==> src/rtl/tcc_pkg.sv <==
`timescale 1ns/1ps
package tcc_pkg;

  localparam int CTL_W     = 8;
  localparam int DIV_SEL_W = 2;
  localparam int N_EVT     = 4;
  localparam int EVT_IDX_W = $clog2(N_EVT);

  // Control register layout, most significant field first.
  typedef struct packed {
    logic [2:0] clr_sel;
    logic [1:0] edge_sel;
    logic [2:0] clk_sel;
  } tcc_ctl_t;

  // Pick the count pulse for the programmed edge mode.
  function automatic logic edge_pick(input logic [1:0] mode,
                                     input logic rise, input logic fall);
    if (mode[1]) return rise | fall;
    return mode[0] ? fall : rise;
  endfunction

  // 1 when the clear-select code names a general-register event.
  function automatic logic sel_is_event(input logic [2:0] code);
    return (code[1:0] == 2'b01) || (code[1:0] == 2'b10);
  endfunction

  // 1 when the clear-select code asks for the cross-channel clear.
  function automatic logic sel_is_sync(input logic [2:0] code);
    return code[1:0] == 2'b11;
  endfunction

  // Event index: bit 2 picks the pair (A,B) or (C,D), bit 1 the member.
  function automatic logic [EVT_IDX_W-1:0] sel_event_idx(input logic [2:0] code);
    return {code[2], code[1]};
  endfunction

endpackage

==> src/rtl/tcc_prescaler.sv <==
`timescale 1ns/1ps
module tcc_prescaler #(
  parameter int SEL_W = 2
) (
  input  logic             clk,
  input  logic             rst_n,
  input  logic [SEL_W-1:0] div_sel,
  output logic             tick_o
);
  localparam int N_DIV = 1 << SEL_W;
  localparam int PRE_W = N_DIV - 1;

  logic [PRE_W-1:0] phase_q;
  logic [N_DIV-1:0] tick_v;

  // The tick for divide-by-2^n fires when the low n phase bits are all ones.
  function automatic logic low_bits_set(input logic [PRE_W-1:0] v, input int n);
    logic ok;
    ok = 1'b1;
    for (int b = 0; b < PRE_W; b++)
      if (b < n && !v[b]) ok = 1'b0;
    return ok;
  endfunction

  always_ff @(posedge clk or negedge rst_n) begin
    if (!rst_n) phase_q <= '0;
    else        phase_q <= phase_q + 1'b1;
  end

  for (genvar g = 0; g < N_DIV; g++) begin : g_tick
    assign tick_v[g] = low_bits_set(phase_q, g);
    if (g > 0) begin : g_nest
      // a slower rate only ticks where every faster rate ticks too.
      p_rate_nest_r2: assert property (@(posedge clk) disable iff (!rst_n)
        tick_v[g] |-> tick_v[g-1]);
      // divided rates never tick on two consecutive cycles.
      p_rate_gap_r2: assert property (@(posedge clk) disable iff (!rst_n)
        tick_v[g] |=> !tick_v[g]);
    end
  end

  assign tick_o = tick_v[div_sel];

endmodule

==> src/rtl/tcc_edge_sync.sv <==
`timescale 1ns/1ps
module tcc_edge_sync #(
  parameter int STAGES = 2
) (
  input  logic       clk,
  input  logic       rst_n,
  input  logic       pin,
  input  logic [1:0] edge_sel,
  output logic       hit_o
);
  logic [STAGES-1:0] sync_q;
  logic              prev_q;
  logic              rise;
  logic              fall;

  always_ff @(posedge clk or negedge rst_n) begin
    if (!rst_n) begin
      sync_q <= '0;
      prev_q <= 1'b0;
    end else begin
      sync_q <= {sync_q[STAGES-2:0], pin};
      prev_q <= sync_q[STAGES-1];
    end
  end

  assign rise  = sync_q[STAGES-1] & ~prev_q;
  assign fall  = ~sync_q[STAGES-1] & prev_q;
  assign hit_o = tcc_pkg::edge_pick(edge_sel, rise, fall);

  // a detected edge yields a single-cycle pulse.
  p_rise_single_r4: assert property (@(posedge clk) disable iff (!rst_n)
    rise |=> !rise);
  p_fall_single_r4: assert property (@(posedge clk) disable iff (!rst_n)
    fall |=> !fall);
  // only a real edge of the synchronized level can produce a count.
  p_hit_has_edge_r4: assert property (@(posedge clk) disable iff (!rst_n)
    hit_o |-> (sync_q[STAGES-1] != prev_q));

endmodule

==> src/rtl/tcc_clr_sel.sv <==
`timescale 1ns/1ps
module tcc_clr_sel
  import tcc_pkg::*;
(
  input  logic [2:0]       clr_sel,
  input  logic [N_EVT-1:0] gr_evt,
  input  logic             sync_en,
  input  logic             peer_clr,
  output logic             own_clr,
  output logic             sync_clr,
  output logic             clr_now
);
  logic [EVT_IDX_W-1:0] idx;

  assign idx      = sel_event_idx(clr_sel);
  assign own_clr  = sel_is_event(clr_sel) & gr_evt[idx];
  assign sync_clr = sel_is_sync(clr_sel) & sync_en & peer_clr;
  assign clr_now  = own_clr | sync_clr;

endmodule

==> src/rtl/tcc_chan.sv <==
`timescale 1ns/1ps
module tcc_chan
  import tcc_pkg::*;
#(
  parameter int CNT_W       = 16,
  parameter int SYNC_STAGES = 2
) (
  input  logic             clk,
  input  logic             rst_n,
  input  logic             wr_en,
  input  logic [CTL_W-1:0] wr_data,
  input  logic             ext_clk,
  input  logic [N_EVT-1:0] gr_evt,
  input  logic             sync_en,
  input  logic             peer_clr_in,
  output logic [CNT_W-1:0] count_o,
  output logic             clr_out
);
  tcc_ctl_t         ctl_q;
  logic [CNT_W-1:0] cnt_q;
  logic             int_tick;
  logic             ext_hit;
  logic             cnt_en;
  logic             own_clr;
  logic             sync_clr;
  logic             clr_now;

  // Control register.
  always_ff @(posedge clk or negedge rst_n) begin
    if (!rst_n)     ctl_q <= '0;
    else if (wr_en) ctl_q <= tcc_ctl_t'(wr_data);
  end

  tcc_prescaler #(.SEL_W(DIV_SEL_W)) u_pre (
    .clk     (clk),
    .rst_n   (rst_n),
    .div_sel (ctl_q.clk_sel[DIV_SEL_W-1:0]),
    .tick_o  (int_tick)
  );

  tcc_edge_sync #(.STAGES(SYNC_STAGES)) u_edge (
    .clk      (clk),
    .rst_n    (rst_n),
    .pin      (ext_clk),
    .edge_sel (ctl_q.edge_sel),
    .hit_o    (ext_hit)
  );

  tcc_clr_sel u_clr (
    .clr_sel  (ctl_q.clr_sel),
    .gr_evt   (gr_evt),
    .sync_en  (sync_en),
    .peer_clr (peer_clr_in),
    .own_clr  (own_clr),
    .sync_clr (sync_clr),
    .clr_now  (clr_now)
  );

  assign cnt_en = ctl_q.clk_sel[2] ? ext_hit : int_tick;

  // Up-counter: clear beats count, natural wrap at the top.
  always_ff @(posedge clk or negedge rst_n) begin
    if (!rst_n)       cnt_q <= '0;
    else if (clr_now) cnt_q <= '0;
    else if (cnt_en)  cnt_q <= cnt_q + 1'b1;
  end

  assign count_o = cnt_q;
  assign clr_out = own_clr;

  // any selected clear leaves the counter at zero.
  p_clear_zero_r5: assert property (@(posedge clk) disable iff (!rst_n)
    clr_now |=> (cnt_q == '0));
  // without enable or clear the counter holds.
  p_hold_r3: assert property (@(posedge clk) disable iff (!rst_n)
    (!clr_now && !cnt_en) |=> $stable(cnt_q));
  // a count moves the counter by one, modulo 2^CNT_W.
  p_step_r9: assert property (@(posedge clk) disable iff (!rst_n)
    (!clr_now && cnt_en) |=> (cnt_q == CNT_W'($past(cnt_q) + 1'b1)));
  // the outgoing strobe only accompanies a real clear of this channel.
  p_strobe_own_r10: assert property (@(posedge clk) disable iff (!rst_n)
    clr_out |-> clr_now);
  // a peer clear without synchronous operation does nothing.
  p_sync_gate_r7: assert property (@(posedge clk) disable iff (!rst_n)
    (!sync_en && ctl_q.clr_sel[1:0] == 2'b11) |-> !clr_now);
  // a write lands in the control register at the next edge.
  p_ctl_load_r11: assert property (@(posedge clk) disable iff (!rst_n)
    wr_en |=> (ctl_q == tcc_ctl_t'($past(wr_data))));

endmodule

==> config.mk <==
export PLATFORM = sky130hd
export DESIGN_NAME = tcc_chan
export DESIGN_NICKNAME = d
export VERILOG_FILES = /design/src/rtl/tcc_pkg.sv /design/src/rtl/tcc_prescaler.sv /design/src/rtl/tcc_edge_sync.sv /design/src/rtl/tcc_clr_sel.sv /design/src/rtl/tcc_chan.sv
export SDC_FILE = /design/constraint.sdc
export NUM_CORES = 1
export LEC_CHECK = 0
export ABC_AREA = 1
export BUFFER_PORTS_ARGS = -buffer_cell sky130_fd_sc_hd__buf_4
export CAP_MARGIN = 20
export CORE_ASPECT_RATIO = 0.6
export CORE_MARGIN = 3
export CORE_UTILIZATION = 46
export CTS_CLUSTER_SIZE = 30
export DETAILED_ROUTE_END_ITERATION = 10
export HOLD_SLACK_MARGIN = 0.06
export PLACE_DENSITY = 0.68
export SLEW_MARGIN = 20
export SYNTH_ARGS = -nofsm -noshare
export SYNTH_HDL_FRONTEND = slang
export SYNTH_SLANG_ARGS = --single-unit
export TNS_END_PERCENT = 1
==> constraint.sdc <==
create_clock -name clk -period 4.4 [get_ports clk]
set_input_delay 1.32 -clock clk [delete_from_list [all_inputs] [get_ports clk]]
set_output_delay 1.32 -clock clk [all_outputs]
set_load 0.05 [all_outputs]
==> impl_results.md <==
* Area after DPL at 2068 um2
* Drt total wl at 3.948 mm
* Max_cap viols at 0
* Critical path peak fanout at 12
* Final setup TNS at 0 ns
* Final nets at 293
* Largest net degree at the start of global routing at 31
* Post-CTS Setup Bufs at 0
* CTS tree: done
* Seq pwr share at 43.3%
* GP Congestion at ~0.78
* DR WL/cell at 12.53 um
* Net Sw Frac at between 30% and 40%
* Die area at 4686 um2
* Min Clock Period, post-route at roughly 3.5 ns
* P_int at slightly below 0.5 mW
* Sequential share of the synthesized area at 42.08%
* Max clock buf depth at 2
* Iteration-0 DRC count of the detailed router at ~120
* CTS Root Cell: clkbuf_8
* Most common cell after layout, fill and taps aside: nand2_1
* Synth Instances at 232
* FP Rows at 16
* DRC at 0
* TritonCTS buffer count at 5
* Area occupied by multi-input gates at 884.6 um2
* Ant diodes at 0
* Hold crit path type: reg -> reg
* YS warnings at 0
* Initial antenna violation count at 0
* Initial DRT Pass Iterations at 4
* PwrDens at 344.1 nW/um2
* Hold depth at 0
* Gate power share at ~26%
* Area added between synthesis and finish at 21.04%
* Final setup viols at 0
* Net Count, Synth at ~260
* CP Data Required Time at just over 3 ns
* Leak pwr at 1.158 nW
* Worst endpoint data arrival time at roughly 2.1 ns
* Layout Cells excl Fill at about 320
* Fin. Hold Viols at 0
* Total chip power at 0.7430 mW
* Starting density of the core at around half
* Placed insts at 307
* Status: completed
* Worst Tran Pin Value at 0.5002 ns
* CP Class: in -> out
* Clock skew at 0.006331 ns
* Power share of the clock group at 30.9%
* VDD IR max at around 280 uV
* DIE HEIGHT at 54.24 um
* Num ports at 35
* Share of post-route cells with drive strength above 1 at 25.56%
* Clk pin slew, worst setup/hold paths at roughly 0.06 ns
* H-tree Lvls at 2
* Core area at 3483 um2
* DP HPWL at 2.994 mm
* Synthesis-stage register bit count at 30
* First-pass GRT wire length at 6.906 mm
* Via-per-instance ratio at 4.994
* Post-route cell area at 2160 um2
* Slew HR at 66.56%
* R2R cell count at 9
* Clk sinks at 30
* PostCTS Resize Cnt at 0
* Fin crit share at around four fifths
* Worst-Skew Late Latency at 0.29 ns
* Most frequent cells in the layout: nand2_1 (79), buf_4 (34), dfrtp_1 (30), inv_1 (27), nand4_1 (16)
* Total global-route track usage at 19.80%
* Met2 wire len at approximately 1.5 mm
* CP startpoint kind: input pin
* Highest Signal Layer: met4
* Vias in the first global route at 1410
* Worst Hold Slack at 0.3570 ns
* Post-cts hold buffer count at 0
* Yosys cell types at 27
* WL met3 at 344 um
* Die X at just under 90 um
* Synth Area per Inst at roughly 7.7 um2
* NetSw at approximately 0.26 mW
* FILL cells at 340
* Vias at 1573
* M1 wire length at around 2.1 mm
* Post-Syn Area at ~1800 um2
* Reg area at 750.7 um2
* Antenna Nets Post-Route at 0
* Maximum clock frequency at 0.2887 GHz
* PortBufs at 34
* Grt ovf at 0
* CP Capture Type: output port
* Slew Viols, Final at 0
* RSZ-0062 raised after global routing: false
-- per-layer routing --
| metal | vias up | GRT usage (%) |
|---|---|---|
| met2 | 47 | 25.00 |
| li1 | 821 | - |
| met5 | - | 0 |
| met4 | 0 | 7.772 |
| met1 | 701 | 30.29 |
| met3 | 4 | 6.466 |
-- state kept, by name (all words and copies together), names as in the netlist --
register       flops
count_o           16
u_pre.phase_q      3
u_edge.sync_q      2
ctl_q              8
u_edge.prev_q      1
-- path summary, 6_finish.rpt --
path,slack (ns),endpoint,from
worst max-delay path,0.94,clr_out,gr_evt[1]
worst min-delay path,0.36,u_edge.sync_q[1]$_DFF_PN0_,u_edge.sync_q[0]$_DFF_PN0_
worst max register to register,2.76,count_o[3]$_DFFE_PN0P_,u_pre.phase_q[0]$_DFF_PN0_
worst min register to register,0.36,u_edge.sync_q[1]$_DFF_PN0_,u_edge.sync_q[0]$_DFF_PN0_
max in group asynchronous,3.17,u_pre.phase_q[1]$_DFF_PN0_,rst_n
min in group asynchronous,0.95,count_o[9]$_DFFE_PN0P_,rst_n
-- cell usage after synthesis (all sizes together) --
cell | n | area (um2)
o21bai | 1 | 11.26
nand4 | 16 | 100.1
clkinv | 1 | 5.000
mux2 | 1 | 11.26
nand3b | 3 | 22.52
dfrtp | 30 | 750.7
buf | 2 | 20.01
nand2 | 89 | 369.1
o21ai | 11 | 58.81
a21oi | 5 | 40.03
xor2 | 3 | 26.28
xnor2 | 1 | 8.760
clkbuf | 2 | 7.510
inv | 31 | 116.4
nor2 | 13 | 71.32
ha | 6 | 75.07
nor3 | 1 | 5.000
nand3 | 16 | 85.08
-- cell families after synthesis --
| group | share of synthesized area [%] |
|---|---|
| xor+xnor | 1.964 |
| fa+ha+maj | 4.207 |
| buf+inv | 8.344 |
| mux | 0.6311 |
| simple gates | 36.61 |
| compound gates | 6.171 |
| flops | 42.08 |
-- layout make-up --
cell class	count	area share, %
tap	45	2.607
inverter	32	5.620
sequential	30	34.76
timing repair buffer	34	11.82
clock inverter	1	0.2317
multi-input combinational	166	40.96
clock buffer	7	3.998
-- worst max-delay path, stage by stage --
cell and delay (ns):
buf_4 0.11, inv_1 0.04, nand2_1 0.05, nand3_1 0.08
nand2_1 0.06, nand2_2 0.22, inv_1 0.07, buf_4 0.19
-- power groups by stage --
stage / sequential (mW) / clock (mW) / combinational (mW)
3_5_place_dp: 0.326 / 0 / 0.193
4_1_cts: 0.321 / 0.238 / 0.193
5_1_grt: 0.325 / 0.247 / 0.211
2_1_floorplan: 0.366 / 0 / 0.0934
6_report: 0.321 / 0.229 / 0.192
3_3_place_gp: 0.326 / 0 / 0.191
-- metrics by stage --
stage,setup WS (ns),utilization (%)
2_1_floorplan,1.008,-
6_report,0.9361,62.00
4_1_cts,0.9427,62.00
3_3_place_gp,0.9685,59.38
3_5_place_dp,0.9490,59.38
5_1_grt,0.8575,62.00
No activity file was read; power rests on OpenSTA's default activity.
